## src/rtl/hbus_pkg.sv

```systemverilog
package hbus_pkg;

  // direct (host-visible) address decode
  typedef enum logic [2:0] {
    DA_STAGE_LO = 3'd0,
    DA_STAGE_HI = 3'd1,
    DA_STREAM   = 3'd2,
    DA_SELECT   = 3'd3
  } daddr_e;

  typedef struct packed {
    logic avail;
    logic denied;
    logic busy;
    logic hold;
  } stat_t;

  // true when an internal index falls in the protected window
  function automatic logic in_window(input logic [15:0] idx,
                                     input logic [15:0] base,
                                     input logic [15:0] mask);
    return (idx & mask) == base;
  endfunction

  // access is granted when outside the window or the hold flag is set
  function automatic logic granted(input logic [15:0] idx,
                                   input logic [15:0] base,
                                   input logic [15:0] mask,
                                   input logic hold);
    return !in_window(idx, base, mask) || hold;
  endfunction

endpackage

```

## src/rtl/hbus_edge_sync.sv

```systemverilog
module hbus_edge_sync #(
  parameter int STAGES = 2
) (
  input  logic clk,
  input  logic rst_n,
  input  logic async_in,
  output logic level,
  output logic rise,
  output logic fall
);
  logic [STAGES-1:0] chain;
  logic              prev;

  generate
    if (STAGES == 1) begin : g_single
      always_ff @(posedge clk or negedge rst_n) begin
        if (!rst_n) chain <= '0;
        else        chain <= async_in;
      end
    end else begin : g_multi
      always_ff @(posedge clk or negedge rst_n) begin
        if (!rst_n) chain <= '0;
        else        chain <= {chain[STAGES-2:0], async_in};
      end
    end
  endgenerate

  always_ff @(posedge clk or negedge rst_n) begin
    if (!rst_n) prev <= 1'b0;
    else        prev <= chain[STAGES-1];
  end

  assign level = chain[STAGES-1];
  assign rise  = level & ~prev;
  assign fall  = ~level & prev;
endmodule

```

## src/rtl/hbus_host_latch.sv

```systemverilog
module hbus_host_latch
  import hbus_pkg::*;
#(
  parameter int HW = 16
) (
  input  logic          clk,
  input  logic          rst_n,
  input  logic          wr_evt,
  input  logic [2:0]    host_addr,
  input  logic [HW-1:0] host_wdata,
  output logic [2*HW-1:0] stage_word,
  output logic          cmd_wr,
  output logic          cmd_sel,
  output logic [HW-1:0] cmd_idx
);
  logic [HW-1:0] stage_lo, stage_hi;

  always_ff @(posedge clk or negedge rst_n) begin
    if (!rst_n) begin
      stage_lo <= '0;
      stage_hi <= '0;
    end else if (wr_evt) begin
      if (host_addr == DA_STAGE_LO) stage_lo <= host_wdata;
      if (host_addr == DA_STAGE_HI) stage_hi <= host_wdata;
    end
  end

  assign stage_word = {stage_hi, stage_lo};
  assign cmd_wr     = wr_evt && (host_addr == DA_STREAM);
  assign cmd_sel    = wr_evt && (host_addr == DA_SELECT);
  assign cmd_idx    = host_wdata;
endmodule

```

## src/rtl/hbus_core_seq.sv

```systemverilog
module hbus_core_seq
  import hbus_pkg::*;
#(
  parameter int          AW        = 16,
  parameter int          DW        = 32,
  parameter int          RD_LAT    = 1,
  parameter logic [15:0] PROT_BASE = 16'h0100,
  parameter logic [15:0] PROT_MASK = 16'hFF00,
  parameter logic [15:0] HOLD_IDX  = 16'h000A,
  parameter int          HOLD_BIT  = 0
) (
  input  logic          clk,
  input  logic          rst_n,
  input  logic          cmd_wr,
  input  logic          cmd_sel,
  input  logic [AW-1:0] cmd_idx,
  input  logic [DW-1:0] stage_word,
  input  logic [DW-1:0] core_rdata,
  output logic [AW-1:0] core_addr,
  output logic [DW-1:0] core_wdata,
  output logic          core_we,
  output logic          core_re,
  output logic [DW-1:0] rd_latch,
  output logic          hold,
  output logic          denied,
  output logic          busy,
  output logic          cap_evt
);
  logic [RD_LAT-1:0] pend;
  logic              allow;
  logic              deny_rd;

  assign allow   = granted(cmd_idx, PROT_BASE, PROT_MASK, hold);
  assign deny_rd = cmd_sel && !allow;
  assign cap_evt = pend[RD_LAT-1] || deny_rd;
  assign busy    = core_re || (|pend);

  generate
    if (RD_LAT == 1) begin : g_pend1
      always_ff @(posedge clk or negedge rst_n) begin
        if (!rst_n) pend <= '0;
        else        pend <= core_re;
      end
    end else begin : g_pendn
      always_ff @(posedge clk or negedge rst_n) begin
        if (!rst_n) pend <= '0;
        else        pend <= {pend[RD_LAT-2:0], core_re};
      end
    end
  endgenerate

  always_ff @(posedge clk or negedge rst_n) begin
    if (!rst_n) begin
      core_addr  <= '0;
      core_wdata <= '0;
      core_we    <= 1'b0;
      core_re    <= 1'b0;
      rd_latch   <= '0;
      hold       <= 1'b0;
      denied     <= 1'b0;
    end else begin
      core_we <= 1'b0;
      core_re <= 1'b0;
      if (cmd_wr) begin
        if (allow) begin
          core_we    <= 1'b1;
          core_addr  <= cmd_idx;
          core_wdata <= stage_word;
          denied     <= 1'b0;
          if (cmd_idx == HOLD_IDX) hold <= stage_word[HOLD_BIT];
        end else begin
          denied <= 1'b1;
        end
      end
      if (cmd_sel) begin
        if (allow) begin
          core_re   <= 1'b1;
          core_addr <= cmd_idx;
          denied    <= 1'b0;
        end else begin
          denied <= 1'b1;
        end
      end
      if (deny_rd)             rd_latch <= '0;
      else if (pend[RD_LAT-1]) rd_latch <= core_rdata;
    end
  end
endmodule

```

## src/rtl/hbus_regif.sv

```systemverilog
module hbus_regif
  import hbus_pkg::*;
#(
  parameter int          HW          = 16,
  parameter int          SYNC_STAGES = 2,
  parameter int          RD_LAT      = 1,
  parameter logic [15:0] PROT_BASE   = 16'h0100,
  parameter logic [15:0] PROT_MASK   = 16'hFF00,
  parameter logic [15:0] HOLD_IDX    = 16'h000A,
  parameter int          HOLD_BIT    = 0
) (
  input  logic          clk,
  input  logic          rst_n,
  input  logic          host_ce,
  input  logic          host_wr,
  input  logic          host_rd,
  input  logic [2:0]    host_addr,
  input  logic [HW-1:0] host_wdata,
  output logic [HW-1:0] host_rdata,
  output logic [HW-1:0] core_addr,
  output logic [2*HW-1:0] core_wdata,
  output logic          core_we,
  output logic          core_re,
  input  logic [2*HW-1:0] core_rdata,
  input  logic [HW-1:0] ro_data,
  input  logic          ro_avail,
  output logic          ro_pop
);
  localparam int DW = 2 * HW;

  logic          wr_lvl, wr_evt, wr_fall;
  logic          rd_lvl, rd_rise, rd_fall;
  logic          cmd_wr, cmd_sel;
  logic [HW-1:0] cmd_idx;
  logic [DW-1:0] stage_word;
  logic [DW-1:0] rd_latch;
  logic          hold, denied, busy, cap_evt;
  stat_t         stat;

  hbus_edge_sync #(.STAGES(SYNC_STAGES)) u_wsync (
    .clk(clk), .rst_n(rst_n), .async_in(host_ce & host_wr),
    .level(wr_lvl), .rise(wr_evt), .fall(wr_fall));

  hbus_edge_sync #(.STAGES(SYNC_STAGES)) u_rsync (
    .clk(clk), .rst_n(rst_n),
    .async_in(host_ce & host_rd & (host_addr == DA_STREAM)),
    .level(rd_lvl), .rise(rd_rise), .fall(rd_fall));

  hbus_host_latch #(.HW(HW)) u_latch (
    .clk(clk), .rst_n(rst_n), .wr_evt(wr_evt), .host_addr(host_addr),
    .host_wdata(host_wdata), .stage_word(stage_word),
    .cmd_wr(cmd_wr), .cmd_sel(cmd_sel), .cmd_idx(cmd_idx));

  hbus_core_seq #(
    .AW(HW), .DW(DW), .RD_LAT(RD_LAT), .PROT_BASE(PROT_BASE),
    .PROT_MASK(PROT_MASK), .HOLD_IDX(HOLD_IDX), .HOLD_BIT(HOLD_BIT)
  ) u_seq (
    .clk(clk), .rst_n(rst_n), .cmd_wr(cmd_wr), .cmd_sel(cmd_sel),
    .cmd_idx(cmd_idx), .stage_word(stage_word), .core_rdata(core_rdata),
    .core_addr(core_addr), .core_wdata(core_wdata), .core_we(core_we),
    .core_re(core_re), .rd_latch(rd_latch), .hold(hold),
    .denied(denied), .busy(busy), .cap_evt(cap_evt));

  // advance pulse when a stream read finishes (synchronized trailing edge)
  always_ff @(posedge clk or negedge rst_n) begin
    if (!rst_n) ro_pop <= 1'b0;
    else        ro_pop <= rd_fall;
  end

  assign stat = '{avail: ro_avail, denied: denied, busy: busy, hold: hold};

  always_comb begin
    host_rdata = '0;
    if (host_ce && host_rd) begin
      case (host_addr)
        DA_STAGE_LO: host_rdata = rd_latch[HW-1:0];
        DA_STAGE_HI: host_rdata = rd_latch[DW-1:HW];
        DA_STREAM:   host_rdata = ro_data;
        DA_SELECT:   host_rdata = HW'(stat);
        default:     host_rdata = '0;
      endcase
    end
  end

  logic unused_ok;
  assign unused_ok = &{1'b0, wr_lvl, wr_fall, rd_lvl, rd_rise};
endmodule

```

## config.mk

```make
export PLATFORM = sky130hd
export DESIGN_NAME = hbus_regif
export DESIGN_NICKNAME = d
export VERILOG_FILES = /design/src/rtl/hbus_pkg.sv /design/src/rtl/hbus_edge_sync.sv /design/src/rtl/hbus_host_latch.sv /design/src/rtl/hbus_core_seq.sv /design/src/rtl/hbus_regif.sv
export SDC_FILE = /design/constraint.sdc
export NUM_CORES = 1
export LEC_CHECK = 0
export BUFFER_PORTS_ARGS = -buffer_cell sky130_fd_sc_hd__buf_2
export CAP_MARGIN = 15
export CORE_ASPECT_RATIO = 0.7
export CORE_MARGIN = 2
export CORE_UTILIZATION = 53
export CTS_CLUSTER_DIAMETER = 80
export DETAILED_ROUTE_END_ITERATION = 8
export HOLD_SLACK_MARGIN = 0.12
export PLACE_DENSITY_LB_ADDON = 0.3
export SLEW_MARGIN = 20
export SYNTH_ARGS = -nofsm -noshare
export SYNTH_HDL_FRONTEND = slang
export SYNTH_SLANG_ARGS = --single-unit
export TNS_END_PERCENT = 1
```

## constraint.sdc

```tcl
create_clock -name clk -period 2.1 [get_ports clk]
set_input_delay 0.42 -clock clk [delete_from_list [all_inputs] [get_ports clk]]
set_output_delay 0.42 -clock clk [all_outputs]
set_load 0.02 [all_outputs]
```

==> results.md, run 1 <==
* TNS Setup at 0 ns
* Synth-to-layout area growth at 29.69%
* CP arrival at 2.30 ns
* CTS tree: done
* Root Buffer: clkbuf_16
* Routed wire per std cell at 17.18 µm
* Maximum VDD drop at 0.7912 mV
* Die Y at 88.17 µm
* Clk buf depth at 2
* Sink Count at 124
* CP required at 2.39 ns
* Vias per cell at 5.164
* Final #Nets at 616
* CP Cell Sequence: nand2b_1 > nor3_2 > nor2b_4 > buf_12 > mux2_2
* Syn nets at 461
* Final core occ at 71.28%
* Dpl hpwl at 8202 µm
* Total die area at 10,950 µm²
* Register Area at 3104 µm²
* Most common cell after layout, fill and taps aside: buf_2
* Sequential share of the synthesized area at 57.85%
* Fin. max-slew vios at 0
* Clock Skew at 0.007812 ns
* Period utilisation layout at 95.78%
* FF+latch count, synth at 124
* Num ports at 140
* Slowest-stage cell, CP: nor2b_4
* Syn Area/Cell at 13.82 µm²
* Max Freq at 0.4972 GHz
* Die width at 124.2 µm
* H-Tree Depth at 4
* Largest stage delay on the critical path at 0.61 ns
* Grt total ovfl at 0
* Initial antenna violation count at 0
* Yosys top cell area share at 57.85%
* CP top delay family: simple AND/OR/NAND/NOR gates
* PwrDens at 1132 nW/µm²
* Ranking of synthesized cells by area: dfrtp_1 (58%), mux2i_1 (9.3%), mux2_4 (8.1%), mux2_2 (7.8%), nor2_1 (4.4%)
* Rows at 30
* Final instance area at 6957 µm²
* Multi-input gate area at 2082 µm²
* Lkg Pwr at 3.429 nW
* Pin count of the biggest net entering global routing at 44
* DRC at 0
* Buffers on Ports at 139
* Placed Instance Area at 6250 µm²
* Antenna Nets Post-Route at 0
* Max Cap Viol at 0
* WP buf/inv at 1
* Ant. Diodes at 0
* Fill cells at 686
* Placer Congestion at 0.8703
* Vias in the first global route at 3,591
* CTS buffer count at 17
* Synth warn at 0
* Crit-path max FO at 20
* Total track usage at 22.67%
* Routed WL at 11,750 µm
* Starting Density at 54.96%
* Worst-path clk slew at 0.05 ns
* RSZ-0062 raised after global routing: no
* Post-Syn Area at 5364 µm²
* Biggest area consumer among synthesized cells: dfrtp_1
* Vias at 3,532
* Measured slew at the worst slew-check pin at 0.6668 ns
* Final hold vios at 0
* Core outline area at 9759 µm²
* Initial DRC count at 192
* Worst Setup End Kind: register
* Element type at the critical path start: register
* First-pass GRT wire length at 19,060 µm
* Critical path class: register to register
* Later-pin clock latency in the skew report at 0.41 ns
* Share of post-route cells with drive strength above 1 at 48.56%
* Final min period at 2.011 ns
* Final setup viols at 0
* First-pass DRT Iterations at 4
* Most frequent cells in the layout: buf_2 (138), dfrtp_1 (123), nor2_1 (63)
* Synth unique cells at 31
* Rel. slew slack at 55.45%
* Cells after Synth at 388
* Status: finished, final reports clean
* Min-delay worst type: input port to register
==> report_power, final <==
part	switching, W	internal (W)
clock network	0.00105	0.00217
logic	0.000734	0.000695
registers	0.000302	0.00292
total	0.00209	0.00579
==> final timing paths <==
| kind | from | endpoint | slack [ns] | cells after the start |
|---|---|---|---|---|
| setup / recovery | u_wsync.prev | u_seq.core_wdata[31] | 0.09 | 5 |
| hold / removal | host_wr | u_wsync.chain[0] | 0.25 | 2 |
| setup reg to reg | u_wsync.prev | u_seq.core_wdata[31] | 0.09 | 5 |
| hold reg to reg | u_rsync.chain[0] | u_rsync.chain[1] | 0.34 | 0 |
| max in group asynchronous | rst_n | u_seq.rd_latch[12] | 0.90 | 3 |
| min in group asynchronous | rst_n | u_seq.rd_latch[6] | 0.55 | 2 |
==> through the flow <==
step	hold WS (ns)	instances	total power (W)	worst slack, ns
final	0.2452	684	0.007875	0.08871
after global routing	0.2539	684	0.008220	0.01681
after CTS	0.2273	683	0.007949	0.03501
after detailed placement	0.3358	650	0.004677	-0.2748
after global placement	0.3364	649	0.004591	-0.4185
after floorplan	0.1244	388	0.004106	0.1301
==> logic make-up after synthesis <==
| logic type | share of synthesized area, % |
|---|---|
| compound gates | 1.983 |
| mux | 28.36 |
| flops | 57.85 |
| buf+inv | 3.569 |
| simple gates | 8.235 |
==> synth_stat cells (all sizes together) <==
| library cell | count |
|---|---|
| nand2b | 2 |
| and2 | 2 |
| nor4 | 1 |
| mux2i | 50 |
| dfrtp | 124 |
| nand2 | 4 |
| and4b | 1 |
| o22a | 3 |
| nor3 | 7 |
| buf | 17 |
| a21oi | 12 |
| a211oi | 2 |
| nand4b | 1 |
| or2 | 2 |
| clkbuf | 8 |
| nor2 | 64 |
| o21ai | 1 |
| mux2 | 81 |
| and3 | 1 |
| nand4bb | 1 |
| nor2b | 4 |
==> per-layer routing <==
layer	vias to the layer above	GRT usage, %	part of all wire (%)
li1	1655	-	-
met4	0	8.274	1.0
met5	-	0	0
met3	12	4.704	4.0
met1	1784	31.21	47
met2	81	36.41	48
==> layout make-up <==
cell class                 count  share of cell area (%)
sequential                   124                   44.62
multi-input combinational    239                   29.93
timing repair buffer         161                   13.58
clock buffer                  19                   6.511
clock inverter                13                   3.058
tap                          128                   2.302
==> repair_timing <==
action / CTS / global route
gates resized for setup: 2 / 1
hold endpoints to repair: 38 / 0
pin swaps: 0 / 1
setup buffers: 0 / 1
hold buffers: 1 / 0
setup endpoints to repair: 12 / 18
gates cloned: 0 / 0
==> worst register-to-register path: stages (launching register included) <==
cell,delay (ns)
dfrtp_1,0.35
nand2b_1,0.16
nor3_2,0.15
nor2b_4,0.61
buf_12,0.28
mux2_2,0.36
Power figures use the tool's default switching activity.
==> inputs of run 2 (changes only) <==
--- a/config.mk
+++ b/config.mk
@@ -17,5 +17,6 @@
 export SLEW_MARGIN = 20
 export SYNTH_ARGS = -nofsm -noshare
 export SYNTH_HDL_FRONTEND = slang
+export SYNTH_HIERARCHICAL = 1
 export SYNTH_SLANG_ARGS = --single-unit
 export TNS_END_PERCENT = 1
==> results.md, run 2 <==
* WP buf/inv at 1 (unchanged)
* Final #Nets at 606 (-1.6%)
* Slowest-stage cell, CP: mux4_2
* Clock Skew at 0.01030 ns (+0.002491 ns)
* First-pass DRT Iterations at 5 (+1)
* Total die area at 11,350 µm² (+3.6%)
* Failing checks: setup timing
* Postcts setup bufs at 0 (unchanged)
* Final min period at 2.195 ns (+0.1839 ns)
* Measured slew at the worst slew-check pin at 0.5580 ns (-0.1089 ns)
* Initial DRC count at 190 (-1.0%)
* Rel. slew slack at 62.80% (+7.4 points)
* Reg-to-reg endpoint: u_seq/hold
* Dpl hpwl at 8110 µm (-1.1%)
* Final core occ at 68.87% (-2.4 points)
* WL met1 at 5898 µm (+7.4%)
* Cell-internal power at 0.005806 W (+0.36%)
* Share of post-route cells with drive strength above 1 at 52.75% (+4.2 points)
* PwrDens at 1111 nW/µm² (-1.9%)
* Worst min-delay path startpoint: core_rdata[8]
* CP Cell Sequence: or2_4 > mux4_2 > nor2b_4 > buf_6
* Later-pin clock latency in the skew report at 0.41 ns (about the same)
* Worst Setup End Kind: output pin
* Period utilisation layout at 104.5% (+8.8 points)
* Total track usage at 22.55% (-0.12 points)
* Maximum VDD drop at 0.7783 mV (-1.6%)
* Final hold vios at 0 (unchanged)
* CP required at 1.68 ns (-0.71 ns)
* Critical path class: register to output pin
* CP top delay family: multiplexers
* R2r startpoint: u_wsync/chain[1]
* Most frequent cells in the layout: buf_2 (137), dfrtp_1 (123), mux2_2 (41)
* RSZ-0062 raised after global routing: yes
* CTS tree: done
* Vias in the first global route at 3,666 (+2.1%)
* Crit-path max FO at 2 (-90%)
* Metal2 WL at 5364 µm (-5.3%)
* Die width at 126.5 µm (+1.8%)
* Synth-to-layout area growth at 27.17%
* TNS Setup at -0.09523 ns (-0.09523 ns)
* Cells after DPL at 645 (-0.77%)
* Min-delay worst type: input port to register
* Buffers on Ports at 139 (unchanged)
* Synth warn at 6 (+6)
* Initial antenna violation count at 0 (unchanged)
* Post-Syn Area at 5567 µm² (+3.8%)
* Met3 wire length at 508 µm (+7.4%)
* Root Buffer: clkbuf_16
* Core outline area at 10,280 µm² (+5.3%)
* Fill cells at 741 (+8.0%)
* Tot Pwr at 0.007866 W (-0.12%)
* WHS Endpoint: u_seq/rd_latch[8]
* Vias per cell at 5.192 (+0.54%)
* Status: finished, violations left
* Routed WL at 11,900 µm (+1.3%)
* Fin cells at 678 (-0.88%)
* Reg2Reg Depth at 5 (unchanged)
* Uppermost layer routed: met4
* Sink Count at 124 (unchanged)
* Worst-path clk slew at 0.05 ns (about the same)
* Clk buf depth at 2 (unchanged)
* Largest stage delay on the critical path at 0.47 ns (-0.14 ns)
* Worst hold path stage count at 3 (+1)
* Grt total ovfl at 0 (unchanged)
* Post-route setup slack at -0.09523 ns (-0.1839 ns)
* Pin count of the biggest net entering global routing at 44 (unchanged)
* CTS buffer count at 17 (unchanged)
* Syn Area/Cell at 14.09 µm² (+1.9%)
* Max Cap Viol at 0 (unchanged)
* P_sw at 0.002060 W (-1.5%)
* Die Y at 89.75 µm (+1.8%)
* Reg2Reg Setup Slack at 0.12 ns (+0.03 ns)
* DRC at 0 (unchanged)
* First-pass GRT wire length at 19,920 µm (+4.5%)
* Placer Congestion at 0.7883 (-9.4%)
* H-Tree Depth at 4 (unchanged)
* Comb pwr share at 18.6% (+0.5 points)
* Rows at 31 (+3.3%)
* Element type at the critical path start: register
* Vias at 3,520 (-0.34%)
* Starting Density at 54.16% (-0.80 points)
* CP arrival at 1.78 ns (-0.52 ns)
* Antenna Nets Post-Route at 0 (unchanged)
* Clock power share at 41.1% (about the same)
* Num ports at 140 (unchanged)
* Final setup viols at 1 (+1)
* Sequential Power Share at 40.3% (-0.6 points)
* Most common cell after layout, fill and taps aside: buf_2
* Max Freq at 0.4555 GHz (-8.4%)
* Lkg Pwr at 3.412 nW (-0.50%)
* Routed wire per std cell at 17.56 µm (+2.2%)
* Syn nets at 468 (+1.5%)
* Cells after Synth at 395 (+1.8%)
* Largest registers: u_seq/core_wdata x32, u_seq/rd_latch x32
* Sw frac at 26.18% (-0.35 points)
* Ant. Diodes at 0 (unchanged)
* Fin. max-slew vios at 0 (unchanged)
-- run 2: power groups by stage --
| stage | registers (W) | logic, W | clock network, W |
|---|---|---|---|
| final | 0.00317 | 0.00146 | 0.00324 |
| after global routing | 0.00324 | 0.00158 | 0.00340 |
| after CTS | 0.00317 | 0.00147 | 0.00329 |
| after detailed placement | 0.00320 | 0.00146 | 0 |
| after global placement | 0.00317 | 0.00141 | 0 |
| after floorplan | 0.00341 | 0.000711 | 0 |
-- run 2: per-stage QoR --
stage          worst slack, ns  area, µm²  hold slack [ns]
2_1_floorplan         0.004251       5567           0.1244
3_3_place_gp           0.01859       6379           0.3152
3_5_place_dp           0.01429       6379           0.3136
4_1_cts                -0.1369       7057           0.2380
5_1_grt                -0.1494       7079           0.2512
6_report              -0.09523       7079           0.2553
-- run 2: worst max-delay path by stage --
stage / start / endpoint / slack [ns] / cells past startpoint
2_1_floorplan: u_seq/pend / host_rdata[1] / 0.004 / 5
3_3_place_gp: host_addr[2] / u_seq/hold / 0.02 / 5
3_5_place_dp: host_addr[0] / u_seq/hold / 0.01 / 5
4_1_cts: u_seq/pend / host_rdata[1] / -0.14 / 4
5_1_grt: u_seq/pend / host_rdata[1] / -0.15 / 4
6_report: u_seq/pend / host_rdata[1] / -0.1 / 4
-- run 2: worst reg2reg max path: cells and delay by family, from the launching register on --
family        cells  cell delay [ns]
flops             1             0.34
mux               1             0.34
simple gates      4             1.19
-- run 2: per-layer routing --
layer  vias up  GRT usage [%]
li1       1642              -
met1      1785          32.83
met2        83          32.89
met3        10          6.429
met4         0          7.143
met5         -              0
-- run 2: what timing repair did --
action | CTS | global route
hold buffers | 1 | 0
hold endpoints to repair | 15 | 0
resized for setup | 2 | 5
endpoints found under the setup margin | 1 | 3
-- run 2: final cells by class --
| type | instances | area (µm²) | area share (%) |
|---|---|---|---|
| well taps | 132 | 165.2 | 2.333 |
| clock buffers | 19 | 452.9 | 6.398 |
| multi-input cells | 229 | 2178 | 30.77 |
| repair buffers | 159 | 960.9 | 13.57 |
| inverters | 2 | 7.507 | 0.1060 |
| clock inverters | 13 | 210.2 | 2.969 |
| flip-flops and latches | 124 | 3104 | 43.85 |
